===== config.mk =====
export PLATFORM = sky130hd
export DESIGN_NAME = uwire_eeprom
export DESIGN_NICKNAME = d
export VERILOG_FILES = /design/src/rtl/uwire_pkg.sv /design/src/rtl/uwire_sync.sv /design/src/rtl/uwire_store.sv /design/src/rtl/uwire_cmd.sv /design/src/rtl/uwire_eeprom.sv
export SDC_FILE = /design/constraint.sdc
export NUM_CORES = 1
export LEC_CHECK = 0
export BUFFER_PORTS_ARGS = -buffer_cell sky130_fd_sc_hd__buf_2
export CAP_MARGIN = 0
export CORE_UTILIZATION = 35
export DETAILED_ROUTE_END_ITERATION = 7
export HOLD_SLACK_MARGIN = 0.12
export PLACE_DENSITY = 0.61
export SLEW_MARGIN = 40
export SYNTH_ARGS = -nofsm -noshare
export SYNTH_HDL_FRONTEND = slang
export SYNTH_HIERARCHICAL = 1
export SYNTH_SLANG_ARGS = --single-unit

===== constraint.sdc =====
create_clock -name clk -period 2.8 [get_ports clk]
set_input_delay 0.56 -clock clk [delete_from_list [all_inputs] [get_ports clk]]
set_output_delay 0.56 -clock clk [all_outputs]
set_load 0.05 [all_outputs]

===== src/rtl/uwire_pkg.sv =====
package uwire_pkg;

    // opcode field values
    typedef enum logic [1:0] {
        OPC_EXT   = 2'b00,
        OPC_WRITE = 2'b01,
        OPC_READ  = 2'b10,
        OPC_ERASE = 2'b11
    } opc_e;

    typedef enum logic [2:0] {
        INS_READ,
        INS_WRITE,
        INS_ERASE,
        INS_ENABLE,
        INS_DISABLE,
        INS_ERASE_ALL,
        INS_WRITE_ALL
    } ins_e;

    typedef enum logic [2:0] {
        ST_HUNT,
        ST_OPC,
        ST_ADR,
        ST_DATA,
        ST_READ,
        ST_DONE
    } fst_e;

    typedef enum logic [1:0] {
        PG_WORD,
        PG_ERASE,
        PG_FILL,
        PG_CLEAR
    } pgm_e;

    // synchronized pin levels and detected edges
    typedef struct packed {
        logic sel;
        logic sel_rise;
        logic sel_fall;
        logic sck_rise;
        logic din;
    } pin_evt_t;

    function automatic ins_e decode_ins(input logic [1:0] opc, input logic [1:0] ext);
        case (opc)
            OPC_READ:  return INS_READ;
            OPC_WRITE: return INS_WRITE;
            OPC_ERASE: return INS_ERASE;
            default: begin
                case (ext)
                    2'b11:   return INS_ENABLE;
                    2'b00:   return INS_DISABLE;
                    2'b10:   return INS_ERASE_ALL;
                    default: return INS_WRITE_ALL;
                endcase
            end
        endcase
    endfunction

    function automatic pgm_e to_pgm(input ins_e ins);
        case (ins)
            INS_WRITE:     return PG_WORD;
            INS_ERASE:     return PG_ERASE;
            INS_WRITE_ALL: return PG_FILL;
            default:       return PG_CLEAR;
        endcase
    endfunction

endpackage


===== src/rtl/uwire_sync.sv =====
module uwire_sync
    import uwire_pkg::*;
#(
    parameter int STAGES = 2
) (
    input  logic     clk,
    input  logic     rst,
    input  logic     cs_i,
    input  logic     sclk_i,
    input  logic     din_i,
    output pin_evt_t evt
);
    localparam int TOP = STAGES - 1;

    logic [STAGES-1:0] cs_sh, sk_sh, di_sh;
    logic              cs_d, sk_d;

    always_ff @(posedge clk) begin
        if (rst) begin
            cs_sh <= '0;
            sk_sh <= '0;
            di_sh <= '0;
            cs_d  <= 1'b0;
            sk_d  <= 1'b0;
        end else begin
            cs_sh[0] <= cs_i;
            sk_sh[0] <= sclk_i;
            di_sh[0] <= din_i;
            for (int k = 1; k < STAGES; k++) begin
                cs_sh[k] <= cs_sh[k-1];
                sk_sh[k] <= sk_sh[k-1];
                di_sh[k] <= di_sh[k-1];
            end
            cs_d <= cs_sh[TOP];
            sk_d <= sk_sh[TOP];
        end
    end

    always_comb begin
        evt.sel      = cs_sh[TOP];
        evt.sel_rise = cs_sh[TOP] & ~cs_d;
        evt.sel_fall = ~cs_sh[TOP] & cs_d;
        evt.sck_rise = sk_sh[TOP] & ~sk_d & cs_sh[TOP];
        evt.din      = di_sh[TOP];
    end

endmodule


===== src/rtl/uwire_store.sv =====
module uwire_store
    import uwire_pkg::*;
#(
    parameter int WORDS       = 16,
    parameter int WIDTH       = 16,
    parameter int PROG_CYCLES = 64
) (
    input  logic                     clk,
    input  logic                     rst,
    input  logic                     start,
    input  pgm_e                     kind,
    input  logic [$clog2(WORDS)-1:0] addr,
    input  logic [WIDTH-1:0]         wdata,
    input  logic [$clog2(WORDS)-1:0] raddr,
    output logic [WIDTH-1:0]         rdata,
    output logic                     busy
);
    localparam int IW = $clog2(WORDS);
    localparam int CW = $clog2(PROG_CYCLES + 1);

    logic [WORDS-1:0][WIDTH-1:0] words;
    logic [CW-1:0]               timer;

    for (genvar w = 0; w < WORDS; w++) begin : g_word
        logic [WIDTH-1:0] q;
        logic             hit;
        assign hit = start && ((kind == PG_FILL) || (kind == PG_CLEAR) || (addr == IW'(w)));
        always_ff @(posedge clk) begin
            if (rst) begin
                q <= '1;
            end else if (hit) begin
                q <= ((kind == PG_WORD) || (kind == PG_FILL)) ? wdata : '1;
            end
        end
        assign words[w] = q;
    end

    always_ff @(posedge clk) begin
        if (rst) begin
            timer <= '0;
        end else if (start) begin
            timer <= CW'(PROG_CYCLES);
        end else if (timer != '0) begin
            timer <= timer - CW'(1);
        end
    end

    assign busy  = (timer != '0);
    assign rdata = words[raddr];

    // a new programming cycle never begins on top of a running one
    p_start_idle_r9: assert property (@(posedge clk) disable iff (rst)
        start |-> !busy);

    // busy is reported from the cycle after programming begins
    p_busy_follows_r9: assert property (@(posedge clk) disable iff (rst)
        start |=> busy);

    // the programming timer stays within its configured length
    p_timer_bound_r9: assert property (@(posedge clk) disable iff (rst)
        timer <= CW'(PROG_CYCLES));

    // stored words only change as the result of a programming start
    p_hold_r2: assert property (@(posedge clk) disable iff (rst)
        !$past(start) |-> $stable(words));

endmodule


===== src/rtl/uwire_cmd.sv =====
module uwire_cmd
    import uwire_pkg::*;
#(
    parameter int WIDTH    = 16,
    parameter int IW       = 4,
    parameter int ADR_BITS = 6
) (
    input  logic           clk,
    input  logic           rst,
    input  pin_evt_t       evt,
    input  logic           busy,
    input  logic [WIDTH-1:0] rdata,
    output logic [IW-1:0]  raddr,
    output logic           prog_start,
    output pgm_e           prog_kind,
    output logic [IW-1:0]  prog_addr,
    output logic [WIDTH-1:0] prog_data,
    output logic           dout,
    output logic           dout_oe
);
    localparam int LONGEST = (WIDTH > ADR_BITS) ? WIDTH : ADR_BITS;
    localparam int CNT_W   = $clog2(LONGEST + 1);

    fst_e                state;
    logic [CNT_W-1:0]    cnt;
    logic [1:0]          opc_q;
    logic [ADR_BITS-2:0] adr_q;
    logic [IW-1:0]       idx_q;
    logic [WIDTH-1:0]    dat_q;
    logic [WIDTH-1:0]    sreg;
    ins_e                ins_q;
    logic                pend_q, en_q, rd_oe_q, rd_bit_q, stat_q;

    logic [ADR_BITS-1:0] full_adr;
    ins_e                ins_now;

    assign full_adr = {adr_q, evt.din};
    assign ins_now  = decode_ins(opc_q, full_adr[ADR_BITS-1 -: 2]);
    assign raddr    = full_adr[IW-1:0];

    always_ff @(posedge clk) begin
        if (rst) begin
            state    <= ST_HUNT;
            cnt      <= '0;
            opc_q    <= '0;
            adr_q    <= '0;
            idx_q    <= '0;
            dat_q    <= '0;
            sreg     <= '0;
            ins_q    <= INS_READ;
            pend_q   <= 1'b0;
            en_q     <= 1'b0;
            rd_oe_q  <= 1'b0;
            rd_bit_q <= 1'b0;
            stat_q   <= 1'b0;
        end else if (evt.sel_rise) begin
            state   <= ST_HUNT;
            cnt     <= '0;
            pend_q  <= 1'b0;
            rd_oe_q <= 1'b0;
            stat_q  <= busy;
        end else if (evt.sel_fall) begin
            state   <= ST_HUNT;
            pend_q  <= 1'b0;
            rd_oe_q <= 1'b0;
            stat_q  <= 1'b0;
        end else if (evt.sck_rise && !busy) begin
            case (state)
                ST_HUNT: begin
                    if (evt.din) begin
                        state  <= ST_OPC;
                        cnt    <= '0;
                        stat_q <= 1'b0;
                    end
                end
                ST_OPC: begin
                    opc_q <= {opc_q[0], evt.din};
                    if (cnt == CNT_W'(1)) begin
                        state <= ST_ADR;
                        cnt   <= '0;
                    end else begin
                        cnt <= cnt + CNT_W'(1);
                    end
                end
                ST_ADR: begin
                    adr_q <= full_adr[ADR_BITS-2:0];
                    if (cnt == CNT_W'(ADR_BITS - 1)) begin
                        cnt   <= '0;
                        ins_q <= ins_now;
                        idx_q <= full_adr[IW-1:0];
                        case (ins_now)
                            INS_READ: begin
                                sreg     <= rdata;
                                rd_oe_q  <= 1'b1;
                                rd_bit_q <= 1'b0;
                                state    <= ST_READ;
                            end
                            INS_WRITE, INS_WRITE_ALL: state <= ST_DATA;
                            INS_ENABLE: begin
                                en_q  <= 1'b1;
                                state <= ST_DONE;
                            end
                            INS_DISABLE: begin
                                en_q  <= 1'b0;
                                state <= ST_DONE;
                            end
                            default: begin
                                pend_q <= 1'b1;
                                state  <= ST_DONE;
                            end
                        endcase
                    end else begin
                        cnt <= cnt + CNT_W'(1);
                    end
                end
                ST_DATA: begin
                    dat_q <= {dat_q[WIDTH-2:0], evt.din};
                    if (cnt == CNT_W'(WIDTH - 1)) begin
                        pend_q <= 1'b1;
                        state  <= ST_DONE;
                    end else begin
                        cnt <= cnt + CNT_W'(1);
                    end
                end
                ST_READ: begin
                    if (cnt == CNT_W'(WIDTH)) begin
                        rd_oe_q <= 1'b0;
                        state   <= ST_DONE;
                    end else begin
                        rd_bit_q <= sreg[WIDTH-1];
                        sreg     <= {sreg[WIDTH-2:0], 1'b0};
                        cnt      <= cnt + CNT_W'(1);
                    end
                end
                default: ;
            endcase
        end
    end

    assign prog_start = evt.sel_fall && pend_q && en_q && !busy;
    assign prog_kind  = to_pgm(ins_q);
    assign prog_addr  = idx_q;
    assign prog_data  = dat_q;
    assign dout_oe    = evt.sel & (rd_oe_q | stat_q);
    assign dout       = rd_oe_q ? rd_bit_q : (stat_q & ~busy);

    // nothing is driven once select has been low for a cycle
    p_quiet_deselected_r2: assert property (@(posedge clk) disable iff (rst)
        (!evt.sel && $past(!evt.sel)) |-> !dout_oe);

    // read data and status never own the output together
    p_one_source_r9: assert property (@(posedge clk) disable iff (rst)
        $onehot0({rd_oe_q, stat_q}));

    // status reads low while programming is running
    p_status_busy_r9: assert property (@(posedge clk) disable iff (rst)
        (stat_q && busy) |-> !dout);

    // the first bit of a read is the dummy zero
    p_dummy_first_r4: assert property (@(posedge clk) disable iff (rst)
        $rose(rd_oe_q) |-> !rd_bit_q);

endmodule


===== src/rtl/uwire_eeprom.sv =====
module uwire_eeprom
    import uwire_pkg::*;
#(
    parameter int WORDS       = 16,
    parameter int WIDTH       = 16,
    parameter int ADR_BITS    = 6,
    parameter int PROG_CYCLES = 64,
    parameter int SYNC_STAGES = 2
) (
    input  logic clk,
    input  logic rst,
    input  logic cs_i,
    input  logic sclk_i,
    input  logic din_i,
    output logic dout_o,
    output logic dout_oe_o
);
    localparam int IW = $clog2(WORDS);

    pin_evt_t         evt;
    logic             busy;
    logic             prog_start;
    pgm_e             prog_kind;
    logic [IW-1:0]    prog_addr;
    logic [IW-1:0]    raddr;
    logic [WIDTH-1:0] prog_data;
    logic [WIDTH-1:0] rdata;

    uwire_sync #(
        .STAGES(SYNC_STAGES)
    ) i_sync (
        .clk   (clk),
        .rst   (rst),
        .cs_i  (cs_i),
        .sclk_i(sclk_i),
        .din_i (din_i),
        .evt   (evt)
    );

    uwire_cmd #(
        .WIDTH   (WIDTH),
        .IW      (IW),
        .ADR_BITS(ADR_BITS)
    ) i_cmd (
        .clk       (clk),
        .rst       (rst),
        .evt       (evt),
        .busy      (busy),
        .rdata     (rdata),
        .raddr     (raddr),
        .prog_start(prog_start),
        .prog_kind (prog_kind),
        .prog_addr (prog_addr),
        .prog_data (prog_data),
        .dout      (dout_o),
        .dout_oe   (dout_oe_o)
    );

    uwire_store #(
        .WORDS      (WORDS),
        .WIDTH      (WIDTH),
        .PROG_CYCLES(PROG_CYCLES)
    ) i_store (
        .clk  (clk),
        .rst  (rst),
        .start(prog_start),
        .kind (prog_kind),
        .addr (prog_addr),
        .wdata(prog_data),
        .raddr(raddr),
        .rdata(rdata),
        .busy (busy)
    );

endmodule


Word level (Yosys, flattened, before mapping):

Cells that the tools add are included.

* input bits: 5
* output and inout port bits: 2
* flip-flop bits (word level): 330
* logic and storage cells: 211

* muxes and demuxes: 44
* magnitude comparators: 1
* reductions and logical operators: 69
* bitwise operators: 13
* add/subtract/negate cells: 2
* equal/unequal tests: 46

Operator list (number)
* 16-bit 2-to-1 mux: 5
* 16-bit binary-select mux with 4-bit select: 1
* 4-bit equality test, second input constant: 8
* 16-bit case mux with 2 select lines: 1
* 5-bit 2-to-1 mux: 5
* 5-bit case mux with 5 select lines: 1
* 1-bit logical AND: 20
* 1-bit logical OR: 18
* 3-bit case mux with 3 select lines: 2
* 4-bit by 3-bit equality test with 1-bit output, second input constant: 4
* 1-bit 2-to-1 mux: 15
* 3-bit 2-to-1 mux: 5
* 3-bit case mux with 5 select lines: 1
* 5-bit AND reduction: 3
* 7-bit 2-to-1 mux: 2
* 7-bit AND reduction: 2
* 2-bit equality test, second input constant: 6
* 3-bit by 2-bit equality test with 1-bit output, second input constant: 4
* 3-bit equality test, second input constant: 4
* 4-bit AND reduction: 3
* 6-bit AND reduction: 2
* 2-bit != test, second input constant: 5
* 3-bit by 1-bit equality test with 1-bit output, second input constant: 3
* 3-bit nonzero test: 3
* other kinds (28): 52

Longest topological paths before layout:

* depth in word-level cells: 8
* depth in mapped cells: 11
* depth with buffers taken out: 9

Modules after synthesis:

Netlist, hierarchy kept.

Modules (own cells, without submodules)
* uwire_store: seq. area each 5265.0 µm², cells each 1414, instances 1, area an instance 13342.8 µm²
* uwire_cmd: seq. area each 1181.1 µm², cells each 327, instances 1, area an instance 2737.6 µm²
* uwire_sync: seq. area each 160.2 µm², cells each 21, instances 1, area an instance 246.5 µm²

Least setup slack after synthesis:

OpenSTA, ideal clock, no wires.

* path type: register to register
* start: register i_store.timer[0]
* end: register i_cmd.ins_q[0]
* slack: -231 ps
* period minus slack after synthesis: 3031 ps
* library setup time: 70 ps
* buffers on the path: 1
* stages on the path, launching flop included: 10
* data required time: 2730 ps
* arrival: 2960 ps
* cells stage by stage: dfxtp_1 inv_1 ha_1 or3b_2 or2_4 or4b_4 or4_1 buf_2 or3_1 a21oi_1

* word-level cells in the longest chain between the ends: 4

RTL lines
* start: declaration: line uwire_store.sv:22 `logic [CW-1:0] timer;`
* start signal: assignment: line uwire_store.sv:42 `timer <= CW'(PROG_CYCLES);`
* start signal: assignment: line uwire_store.sv:44 `timer <= timer - CW'(1);`
* 7-bit nonzero test: line uwire_store.sv:48 `assign busy = (timer != '0);`
* net busy: line uwire_eeprom.sv:21 `logic busy;`
* 1-bit logical NOT: line uwire_cmd.sv:67 `end else if (evt.sck_rise && !busy) begin`
* 1-bit logical AND: line uwire_cmd.sv:67
* 5-bit AND reduction (no line)
* end signal: assignment: line uwire_cmd.sv:89 `ins_q <= ins_now;`
* end: declaration: line uwire_cmd.sv:31 `ins_e ins_q;`

The timed path passes the listed nets, and every way through them passes these cells.
A chain may end at the register's enable or synchronous reset.

Final worst setup path:

Same ends and word-level chain as after synthesis.

==> qor.csv <==
metric;value;unit
share of layout cells above drive strength 1;16.7;%
Critical Path AT;3200;ps
fin area;18500;um^2
Slew Viols, Final;0;
Required @ worst endpoint;3250;ps
Area after DPL;17300;um^2
asr flop ratio synth;0;%
final setup margin;51.2;ps
core area;45700;um^2
RSZ-0062 raised after global routing;yes;
Pwr per Cell Area;552;nW/um^2
Synth top cells by count;o211ai_1 (498), dfxtp_1 (330), inv_1 (264);
CTS max path bufs;3;
Post-synth EDFFs;0;
flop2flop setup slack;50;ps
H-tree Lvls;2;
Layout area overhead;13.3;%
ant diodes;0;
Crit Path Class;flip-flop to flip-flop;
Core Rows;78;
largest family of logic cells by synthesized area;compound AO/OA/AOI/OAI gates;
CTS Sinks;330;
syn avg cell area;9.27;um^2
Die Area;47500;um^2
Worst setup SP type;flip-flop;
crit path capture;i_cmd/ins_q[0];
Leakage;0.00783;uW
Peak VDD IR;0.334;mV
Post-Syn Nets;1773;
CTS Buf Count;37;
CP max FO;6;
die width;218;um
Power Total;10200;uW
vias in the first global route;13228;
outcome;complete, no violations;
drt wl/cell;20.0;um
CTS tree;built;
pre-CTS WS;68.0;ps
DRT Wirelength;46400;um
Hold Path Cell Cnt;2;
Reg clk slew, reported paths;60;ps
placed insts;2257;
Reg2Reg Depth;8;
I/O Buffers;6;
grt ovf;0;
area share of xor/xnor cells in the synthesized design;0.215;%
die height;218;um
Compound-Gate Fraction of Synth Area;28.3;%
Tightest Pin Transition;743;ps
fillcell total;4497;
# setup viols final;0;
Hold Path Class;input port to flip-flop;
most common cell in the synthesized netlist;o211ai_1;
initial antenna violation count;0;
DRC Markers;0;
reg-to-reg startpoint;i_store/timer[0];
relative slew slack;50.4;%
area share of the largest cell type after synthesis;40.5;%
Post-Synthesis Cell Area;16300;um^2
setup TNS;0;ps
Post-Layout Cell Count;2319;
first-pass iteration count of the detailed router;5;
top-level port count;7;
achievable frequency;364;MHz
clock latency on the worst-skew pair;530;ps
Seq/Total Area, Yosys;40.5;%
Total Nets Final;1708;
routed vias;13288;
multiplexer share of the synthesized area;10.2;%
period utilization;98.2;%
Total Routing Usage GR;19.8;%
Yosys cell types;64;
#FFs+latches synth;330;
main flop type after synthesis;dfxtp_1;
largest area contributor in the netlist;dfxtp_1;
Final Skew;17.9;ps
routability cong.;0.822;
DR iter-0 viols;912;
largest cells by area after synthesis;dfxtp_1 (40%), o211ai_1 (23%), mux4_2 (8.8%);
post-DP HPWL;29200;um
vias per cell;5.73;
Post-Synth Adder-Cell Area;0.460;%
critical path endpoint category;flip-flop;
capture point of the worst reg-to-reg path;i_cmd/ins_q[0];
Antenna Nets Post-Route;0;
simple-gate share of the synthesized area;8.25;%
Yosys Warn Count;6;
crit path launch;i_store/timer[0];
Initial Utilization;35.7;%
fin crit period;2750;ps
largest net degree at the start of global routing;59;
number of max-cap violations;0;
wire length of the first global-routing pass;75300;um
root buffer cell;clkbuf_16;
Final Hold Fails;0;
Cells after Synth;1762;
-- power by group --
part           leakage, uW  switching [uW]  total, uW  internal, uW
logic              0.00456             263        487           223
registers          0.00267            38.0       4780          4740
clock network     0.000593            1920       4940          3030
-- through the flow --
stage	util, %	hold slack, ps
after floorplan	-	414
after global placement	37.8	417
after detailed placement	37.8	425
after CTS	40.5	237
after global routing	40.5	268
final	40.5	258
-- cells in the final DEF, fill, tap and decap left out, types with 22 or more instances in the layout --
cell       netlist  routed
nand2_1         75      75
mux2i_1         22      22
clkbuf_16        0      37
nor2_1          42      42
a22oi_1         33      33
a21oi_1         30      29
o211ai_1       498     498
dfxtp_1        330     324
buf_12           0      27
buf_4           24      78
inv_1          264     264
mux4_2          64      64
-- registers in the layout (all words and copies together), names as in the netlist, 3 cells and up --
name,flops
i_cmd/sreg,16
i_cmd/cnt,5
i_cmd/prog_addr,4
i_cmd/prog_data,16
i_cmd/adr_q,5
i_cmd/ins_q,3
i_store/timer,7
i_store/g_word.q,256
i_cmd/state,3
-- what timing repair did --
action,in CTS,in global routing
hold buffers,0,0
pin swaps,0,1
buffers inserted,0,1
resized for setup,1,2
setup endpoints to repair,1,9
gates cloned,0,0
-- critical path: stages, from the launching register on --
cell and delay (ps):
dfxtp_1 310, inv_1 70, ha_1 170, or3b_4 400, or2_4 270, or4b_4 490, or4_4 460, or3_4 380
a21oi_2 120
-- metal layers --
layer	vias to the layer above	part of all wire (%)	GRT usage, %
li1	6285	-	-
met1	6622	47	27.8
met2	327	47	31.9
met3	54	4.8	2.55
met4	0	1.8	5.29
met5	-	0	0
-- how the worst min path moves through the flow --
stage / endpoint / slack [ps] / startpoint
global route: i_sync/cs_sh[0] / 270 / cs_i
floorplan: i_sync/cs_sh[1] / 410 / i_sync/cs_sh[0]
CTS: i_sync/sk_sh[0] / 240 / sclk_i
detailed placement: i_sync/sk_sh[1] / 420 / i_sync/sk_sh[0]
global placement: i_sync/sk_sh[1] / 420 / i_sync/sk_sh[0]
finish: i_sync/sk_sh[0] / 260 / sclk_i
-- cell families after synthesis --
logic type      Yosys count
mux                      86
flops                   330
simple gates            234
buf+inv                 479
xor+xnor                  4
compound gates          623
fa+ha+maj                 6
-- final cells by class --
cell class | count | area [um^2] | area share (%)
Multi-Input combinational cell | 953 | 7770 | 42.0
Sequential cell | 330 | 6620 | 35.8
Timing Repair Buffer | 110 | 1150 | 6.22
Clock buffer | 56 | 1090 | 5.88
Inverter | 265 | 1000 | 5.40
Tap cell | 600 | 751 | 4.06
Clock inverter | 5 | 125 | 0.676
(Power assumes the default switching activity.)
